===== src/rtl/byp_pkg.sv =====
package byp_pkg;

  localparam int unsigned REG_NUM_W = 5;

  typedef enum logic [1:0] {
    SRC_REGFILE  = 2'b00,
    SRC_WBSTAGE  = 2'b01,
    SRC_MEMSTAGE = 2'b10
  } opnd_src_e;

endpackage


===== src/rtl/fwd_src_pick.sv =====
module fwd_src_pick
  import byp_pkg::*;
#(
  parameter int unsigned RW = REG_NUM_W
) (
  input  logic [RW-1:0] src_i,
  input  logic [RW-1:0] mem_dst_i,
  input  logic          mem_we_i,
  input  logic [RW-1:0] wb_dst_i,
  input  logic          wb_we_i,
  output opnd_src_e     sel_o
);

  localparam logic [RW-1:0] ZREG = {RW{1'b1}};

  logic mem_hit;
  logic wb_hit;

  always_comb begin
    mem_hit = mem_we_i && (mem_dst_i != ZREG) && (mem_dst_i == src_i);
    wb_hit  = wb_we_i  && (wb_dst_i  != ZREG) && (wb_dst_i  == src_i);
    if (mem_hit) begin
      sel_o = SRC_MEMSTAGE;
    end else if (wb_hit) begin
      sel_o = SRC_WBSTAGE;
    end else begin
      sel_o = SRC_REGFILE;
    end
  end

endmodule


===== src/rtl/fwd_ctrl.sv =====
module fwd_ctrl
  import byp_pkg::*;
#(
  parameter int unsigned RW   = REG_NUM_W,
  parameter int unsigned NSRC = 2
) (
  input  logic [NSRC-1:0][RW-1:0] src_i,
  input  logic [RW-1:0]           mem_dst_i,
  input  logic                    mem_we_i,
  input  logic [RW-1:0]           wb_dst_i,
  input  logic                    wb_we_i,
  output opnd_src_e               sel_o [NSRC]
);

  for (genvar g = 0; g < NSRC; g++) begin : g_opnd
    fwd_src_pick #(
      .RW(RW)
    ) i_pick (
      .src_i    (src_i[g]),
      .mem_dst_i(mem_dst_i),
      .mem_we_i (mem_we_i),
      .wb_dst_i (wb_dst_i),
      .wb_we_i  (wb_we_i),
      .sel_o    (sel_o[g])
    );
  end

endmodule


===== src/rtl/opnd_mux.sv =====
module opnd_mux
  import byp_pkg::*;
#(
  parameter int unsigned DW = 32
) (
  input  opnd_src_e     sel_i,
  input  logic [DW-1:0] rf_i,
  input  logic [DW-1:0] mem_i,
  input  logic [DW-1:0] wb_i,
  output logic [DW-1:0] val_o
);

  always_comb begin
    case (sel_i)
      SRC_MEMSTAGE: val_o = mem_i;
      SRC_WBSTAGE:  val_o = wb_i;
      default:      val_o = rf_i;
    endcase
  end

endmodule


===== src/rtl/byp_unit_top.sv =====
module byp_unit_top
  import byp_pkg::*;
#(
  parameter int unsigned RW = REG_NUM_W,
  parameter int unsigned DW = 32
) (
  input  logic          clk,
  input  logic          rst_n,
  input  logic [RW-1:0] in_src_a,
  input  logic [RW-1:0] in_src_b,
  input  logic [DW-1:0] in_rf_a,
  input  logic [DW-1:0] in_rf_b,
  input  logic [RW-1:0] in_mem_dst,
  input  logic          in_mem_we,
  input  logic [DW-1:0] in_mem_val,
  input  logic [RW-1:0] in_wb_dst,
  input  logic          in_wb_we,
  input  logic [DW-1:0] in_wb_val,
  output logic [1:0]    sel_a,
  output logic [1:0]    sel_b,
  output logic [DW-1:0] opnd_a,
  output logic [DW-1:0] opnd_b
);

  localparam int unsigned NSRC = 2;
  localparam logic [RW-1:0] ZREG = {RW{1'b1}};

  // reset: asserted asynchronously, released on the clock
  logic rst_meta_q;
  logic rst_q;

  always_ff @(posedge clk or negedge rst_n) begin
    if (!rst_n) begin
      rst_meta_q <= 1'b0;
      rst_q      <= 1'b0;
    end else begin
      rst_meta_q <= 1'b1;
      rst_q      <= rst_meta_q;
    end
  end

  // pipeline-register fields: next state
  logic [NSRC-1:0][RW-1:0] ex_src_d, ex_src_q;
  logic [NSRC-1:0][DW-1:0] ex_rf_d, ex_rf_q;
  logic [RW-1:0]           mem_dst_d, mem_dst_q;
  logic                    mem_we_d, mem_we_q;
  logic [DW-1:0]           mem_val_d, mem_val_q;
  logic [RW-1:0]           wb_dst_d, wb_dst_q;
  logic                    wb_we_d, wb_we_q;
  logic [DW-1:0]           wb_val_d, wb_val_q;

  always_comb begin
    ex_src_d  = {in_src_b, in_src_a};
    ex_rf_d   = {in_rf_b, in_rf_a};
    mem_dst_d = in_mem_dst;
    mem_we_d  = in_mem_we;
    mem_val_d = in_mem_val;
    wb_dst_d  = in_wb_dst;
    wb_we_d   = in_wb_we;
    wb_val_d  = in_wb_val;
  end

  always_ff @(posedge clk or negedge rst_q) begin
    if (!rst_q) begin
      ex_src_q  <= '0;
      ex_rf_q   <= '0;
      mem_dst_q <= '0;
      mem_we_q  <= 1'b0;
      mem_val_q <= '0;
      wb_dst_q  <= '0;
      wb_we_q   <= 1'b0;
      wb_val_q  <= '0;
    end else begin
      ex_src_q  <= ex_src_d;
      ex_rf_q   <= ex_rf_d;
      mem_dst_q <= mem_dst_d;
      mem_we_q  <= mem_we_d;
      mem_val_q <= mem_val_d;
      wb_dst_q  <= wb_dst_d;
      wb_we_q   <= wb_we_d;
      wb_val_q  <= wb_val_d;
    end
  end

  // select logic
  opnd_src_e          sel [NSRC];
  logic [NSRC-1:0][DW-1:0] val;

  fwd_ctrl #(
    .RW  (RW),
    .NSRC(NSRC)
  ) i_fwd_ctrl (
    .src_i    (ex_src_q),
    .mem_dst_i(mem_dst_q),
    .mem_we_i (mem_we_q),
    .wb_dst_i (wb_dst_q),
    .wb_we_i  (wb_we_q),
    .sel_o    (sel)
  );

  for (genvar g = 0; g < NSRC; g++) begin : g_mux
    opnd_mux #(
      .DW(DW)
    ) i_mux (
      .sel_i(sel[g]),
      .rf_i (ex_rf_q[g]),
      .mem_i(mem_val_q),
      .wb_i (wb_val_q),
      .val_o(val[g])
    );


    sel_code_legal_chk: assert property (@(posedge clk) disable iff (!rst_q)
      $onehot0(sel[g]));


    no_zero_reg_fwd_chk: assert property (@(posedge clk) disable iff (!rst_q)
      (ex_src_q[g] == ZREG) |-> (sel[g] == SRC_REGFILE));


    mem_we_low_chk: assert property (@(posedge clk) disable iff (!rst_q)
      !mem_we_q |-> (sel[g] != SRC_MEMSTAGE));


    wb_we_low_chk: assert property (@(posedge clk) disable iff (!rst_q)
      !wb_we_q |-> (sel[g] != SRC_WBSTAGE));


    newest_wins_chk: assert property (@(posedge clk) disable iff (!rst_q)
      (mem_we_q && wb_we_q && (mem_dst_q == wb_dst_q) && (mem_dst_q == ex_src_q[g])
       && (mem_dst_q != ZREG)) |-> (sel[g] == SRC_MEMSTAGE));


    opnd_value_chk: assert property (@(posedge clk) disable iff (!rst_q)
      (sel[g] == SRC_WBSTAGE) |-> (val[g] == wb_val_q));
  end

  always_comb begin
    sel_a  = sel[0];
    sel_b  = sel[1];
    opnd_a = val[0];
    opnd_b = val[1];
  end

endmodule


===== config.mk =====
export PLATFORM = sky130hd
export DESIGN_NAME = byp_unit_top
export DESIGN_NICKNAME = d
export VERILOG_FILES = /design/src/rtl/byp_pkg.sv /design/src/rtl/fwd_src_pick.sv /design/src/rtl/fwd_ctrl.sv /design/src/rtl/opnd_mux.sv /design/src/rtl/byp_unit_top.sv
export SDC_FILE = /design/constraint.sdc
export NUM_CORES = 1
export LEC_CHECK = 0
export ABC_CLOCK_PERIOD_IN_PS = 8900
export BUFFER_PORTS_ARGS = -buffer_cell sky130_fd_sc_hd__buf_4
export CELL_PAD_IN_SITES_DETAIL_PLACEMENT = 0
export CELL_PAD_IN_SITES_GLOBAL_PLACEMENT = 1
export CORE_AREA = 4 4 114 170
export CTS_CLUSTER_SIZE = 25
export DETAILED_ROUTE_END_ITERATION = 6
export DIE_AREA = 0 0 118 174
export PLACE_DENSITY_LB_ADDON = 0.1
export SETUP_SLACK_MARGIN = 0.3
export SYNTH_ARGS = -nofsm -noshare
export SYNTH_HDL_FRONTEND = slang
export SYNTH_SLANG_ARGS = --single-unit

===== constraint.sdc =====
create_clock -name clk -period 8.9 [get_ports clk]
set_input_delay 0.445 -clock clk [delete_from_list [all_inputs] [get_ports clk]]
set_output_delay 0.445 -clock clk [all_outputs]
set_load 0.005 [all_outputs]

After elaboration in Yosys (flattened, before gate mapping)
Index checks and enable logic that the tools add are counted.

Register bits: 152. Word-level logic and storage cells: 34.

Eq/ne operators: 10. Multiplexer cells: 6. Reductions and logical operators: 6.

Operator list (number): $pmux 32 s2 (2); $eq 5x5->1 (4); $ne 5x5->1 const B (2); $logic_and 1x1->1 (6); $eq 2x1->1 const B (2); $eq 2x2->1 const B (2); $mux 2 (2); $mux 1 (2).

Depth between registers and ports, before layout
Word-level depth: 7. Gate-level depth with buffers: 7. Mapped depth without buffers: 5.

By module
A second synthesis with hierarchy kept.

Cell total of the unflattened synthesis: 419. Area, all modules: 5381.4 µm².

Modules (own cells, without submodules): byp_unit_top (instances 1, cells an instance 153, area each 3807.4 µm²); opnd_mux (instances 2, cells an instance 113, area each 636.9 µm²); fwd_src_pick (instances 2, cells an instance 20, area each 150.1 µm²).

Worst setup path after synthesis
Ideal clock, no wire load.

Path kind: register to output. Start point: register wb_dst_q[4]. End point: output opnd_b[23]. Arrival: 1.698 ns. Setup slack: 6.757 ns. Cell stages (with the launch flop): 7. Cells stage by stage: dfrtp_1 > and4_4 > a21bo_1 > buf_6 > buf_6 > or4_1 > a31oi_1.

Longest elaborated chain between the ends: 7. Elaborated cells between the ends (all ways): 9. Classes of those cells: eq/ne (4); mux (3); reduce/logical (2).

RTL lines: from (decl) (RTL line byp_unit_top.sv:48) `logic [RW-1:0] wb_dst_d, wb_dst_q;`; from (signal assigned) (RTL line byp_unit_top.sv:79) `wb_dst_q <= wb_dst_d;`; $ne 5x5->1 (RTL line fwd_src_pick.sv:21) `wb_hit = wb_we_i && (wb_dst_i != ZREG) && (wb_dst_i == src_i);`; $logic_and 1x1->1 (RTL line fwd_src_pick.sv:21); $logic_and 1x1->1 * (RTL line fwd_src_pick.sv:21); $mux 1 * (RTL line fwd_src_pick.sv:24) `end else if (wb_hit) begin`; $mux 2 * (RTL line fwd_src_pick.sv:22) `if (mem_hit) begin`; $eq 2x1->1 or $eq 2x2->1 (tied branches) (RTL line opnd_mux.sv:14) `case (sel_i)`; $pmux 32 s2 * (RTL line opnd_mux.sv:14); to (decl) (RTL line byp_unit_top.sv:22) `output logic [DW-1:0] opnd_b`.

Every way passes the cells marked *; elsewhere a longest branch is shown, timed or not.

Worst setup path after layout
Start point: register mem_dst_q[1]. End point: output opnd_b[24].

Longest elaborated chain between the ends: 6. Elaborated cells between the ends (all ways): 8. Classes of those cells: eq/ne (4); mux (2); reduce/logical (2).

RTL lines: from (decl) (RTL line byp_unit_top.sv:45) `logic [RW-1:0] mem_dst_d, mem_dst_q;`; from (signal assigned) (RTL line byp_unit_top.sv:76) `mem_dst_q <= mem_dst_d;`; $ne 5x5->1 (RTL line fwd_src_pick.sv:20) `mem_hit = mem_we_i && (mem_dst_i != ZREG) && (mem_dst_i == src_i);`; $logic_and 1x1->1 (RTL line fwd_src_pick.sv:20); $logic_and 1x1->1 * (RTL line fwd_src_pick.sv:20); $mux 2 * (RTL line fwd_src_pick.sv:22); $eq 2x1->1 or $eq 2x2->1 (tied branches) (RTL line opnd_mux.sv:14); $pmux 32 s2 * (RTL line opnd_mux.sv:14).

Marked as above.

==> impl_metrics.env <==
export IMPL_synth_seq_area_share_pct=61.7
export IMPL_postSynthCellCount=546
export IMPL_dieArea_um2=20500
export IMPL_combPwrFrac_pct=12.9
export IMPL_ys_warn_count=0
export IMPL_yosysMostFrequentCell="dfrtp_1"
export IMPL_drtAntennaViolNets=0
export IMPL_power_leakage_nw=3.70
export IMPL_switching_share_pct=28.1
export IMPL_synth_area_um2=6160
export IMPL_regToRegSetupSlack_ns=6.86
export IMPL_ys_top_cells_by_area="dfrtp_1, o31ai_1, a31oi_1"
export IMPL_start_kind="register"
export IMPL_finalSetupViolCount=0
export IMPL_drtIter0Drc=439
export IMPL_p_int_mw=1.20
export IMPL_grt_pass1_vias=5666
export IMPL_period_share_pct=40.1
export IMPL_critPathRequiredTime_ns=8.46
export IMPL_clock_root_buffer="clkbuf_16"
export IMPL_htree_levels=4
export IMPL_grt_ovfl_total=0
export IMPL_syn_area_per_cell_um2=11.3
export IMPL_dp_cells=932
export IMPL_p_clk_share_pct=42.0
export IMPL_crit_arrival_ns=3.12
export IMPL_crit_fanout=33
export IMPL_p_switching_mw=0.469
export IMPL_clk_pin_slew_ns=0.07
export IMPL_cts_resized=0
export IMPL_ctsHoldBuffers=1
export IMPL_synthTopCellsByCount="dfrtp_1, nor3_1, a31oi_1, o31ai_1, clkbuf_1"
export IMPL_diodes=0
export IMPL_hold_viol_final=0
export IMPL_cp_end_kind="output pin"
export IMPL_drive_gt1_share_pct=36.8
export IMPL_async_flop_share_pct=100
export IMPL_r2r_cells=1
export IMPL_design_core_area_um2=17900
export IMPL_rsz0062_at_grt="false"
export IMPL_slowest_stage="or2_1"
export IMPL_fmax_ghz=0.280
export IMPL_rr_startpoint="rst_q$_DFF_PN0_"
export IMPL_synth_top_area_share_pct=61.7
export IMPL_grt_pass1_wl_um=31700
export IMPL_startpoint="mem_dst_q[1]$_DFF_PN0_"
export IMPL_clk_insertion_delay_late_ns=0.42
export IMPL_worstMarginPinSlew_ns=1.01
export IMPL_cts_buffer_depth=2
export IMPL_final_cells=965
export IMPL_drc_errors=0
export IMPL_worstPathCellList="nand4_1 > o211ai_1 > buf_4 > or2_1 > buf_4 > inv_2 > o31a_1 > buf_4"
export IMPL_ys_flop_type="dfrtp_1"
export IMPL_crit_path_max_incr_delay_ns=0.75
export IMPL_final_nets=887
export IMPL_synth_cell_types=26
export IMPL_cts_buffers=17
export IMPL_dp_hpwl_um=14300
export IMPL_endpoint="opnd_b[24]"
export IMPL_fillerInstances=1680
export IMPL_peakVddDrop_mv=0.123
export IMPL_antenna_found_initial=0
export IMPL_hp_class="in2reg"
export IMPL_skew_ns=0.0122
export IMPL_grt_use_total_pct=20.0
export IMPL_setup_tns_ns=0
export IMPL_fp_dieW_um=118
export IMPL_gp_congestion=0.791
export IMPL_crit_path_frequent_cell="buf_4"
export IMPL_start_util_pct=34.5
export IMPL_wl_per_cell_um=21.4
export IMPL_synth_area_leader_cell="dfrtp_1"
export IMPL_design_area_um2=8520
export IMPL_cts_tree="yes"
export IMPL_rr_endpoint="ex_rf_q[5]$_DFF_PN0_"
export IMPL_status="finished, final reports clean"
export IMPL_ios=220
export IMPL_powerDensity_nw_per_um2=196
export IMPL_synth_edf_count=0
export IMPL_fp_dieH_um=174
export IMPL_power_frac_seq_pct=45.1
export IMPL_critical_path_class="reg2out"
export IMPL_relSlewSlack_pct=32.6
export IMPL_area_growth_syn_to_layout_pct=38.3
export IMPL_dpl_cell_area_um2=7930
export IMPL_syn_nets=698
export IMPL_drv_cap=0
export IMPL_via_per_inst=5.52
export IMPL_ys_ff_latch=152
export IMPL_grt_max_degree=99
export IMPL_core_rowCount=60
export IMPL_drv_slew=0
export IMPL_postCtsSetupRepairBufs=0
export IMPL_clkSinkCount=152
export IMPL_drt_total_wl_um=20700
export IMPL_portBuffers=219
export IMPL_period_needed_ns=3.57
export IMPL_vias=5323
export IMPL_dr_pass1_iters=5
[placed cells by master (no fill, tap or decap), types with 4 or more instances in the layout]
cell       netlist  layout
o31ai_1         63      63
inv_6            0       7
xnor2_1         15      15
clkbuf_16        0      17
a31oi_1         63      63
nor3_1          64      63
inv_8            0       4
xor2_1           5       5
nand4_1         35      35
inv_1           33      33
buf_4            2     233
or4_1           31      31
dfrtp_1        152     151
[worst min path at each step]
stage | from | cells after the start | end | slack [ns]
finish | in_rf_b[9] | 1 | ex_rf_q[41]$_DFF_PN0_ | 0.12
global route | in_wb_dst[2] | 1 | wb_dst_q[2]$_DFF_PN0_ | 0.1
CTS | in_rf_b[9] | 1 | ex_rf_q[41]$_DFF_PN0_ | 0.10
detailed placement | rst_n | 1 | rst_q$_DFF_PN0_ | 0.23
global placement | rst_n | 1 | rst_meta_q$_DFF_PN0_ | 0.23
floorplan | rst_n | 0 | rst_meta_q$_DFF_PN0_ | 0.15
[stage by stage]
stage	worst slack, ns	power [mW]	util (%)	hold WS [ns]
3_3_place_gp	5.78	0.981	44.4	0.227
5_1_grt	5.07	1.74	47.7	0.0995
6_report	5.33	1.67	47.7	0.123
3_5_place_dp	5.72	0.983	44.4	0.229
2_1_floorplan	4.35	0.852	-	0.149
4_1_cts	5.26	1.69	47.7	0.101
[layer usage]
| metal | global-route usage (%) | share of wire (%) |
|---|---|---|
| met3 | 4.98 | 6.5 |
| met1 | 24.0 | 38 |
| met4 | 7.24 | 2.5 |
| met5 | 0 | 0 |
| met2 | 34.9 | 53 |
[area by class of cell]
| class | instances | area [um^2] | area share [%] |
|---|---|---|---|
| clock inverters | 15 | 155 | 1.82 |
| flip-flops and latches | 152 | 3810 | 44.7 |
| repair buffers | 234 | 1760 | 20.6 |
| inverters | 35 | 131 | 1.54 |
| multi-input cells | 295 | 1970 | 23.2 |
| clock buffers | 17 | 425 | 4.99 |
| well taps | 217 | 272 | 3.19 |
[power by group through the flow]
stage	logic [mW]	clock network (mW)	registers, mW
3_5_place_dp	0.217	0	0.766
3_3_place_gp	0.215	0	0.766
4_1_cts	0.218	0.721	0.753
6_report	0.215	0.701	0.752
2_1_floorplan	0.0901	0	0.762
5_1_grt	0.233	0.747	0.757
[critical path, delay by kind of cell, from the launching register on]
family                 cells  cell delay, ns
AOI/OAI and AO/OA          2            0.48
buffers and inverters      4            0.91
DFF                        1            0.40
and+or+nand+nor            2            0.89
[cell families after synthesis]
group	share of synthesized area, %
xor gates and xnor gates	2.84
and+or+nand+nor	13.7
buffers and inverters	6.80
DFF	61.7
AOI/OAI and AO/OA	14.9
other	0.0608
[registers in the layout (all words and copies together) (netlist names)]
name	flops
rst_meta_q	1
ex_rf_q	64
wb_val_q	32
mem_we_q	1
mem_val_q	32
ex_src_q	10
wb_we_q	1
mem_dst_q	5
wb_dst_q	5
rst_q	1
Note: power is estimated with default switching activity, not from simulation.
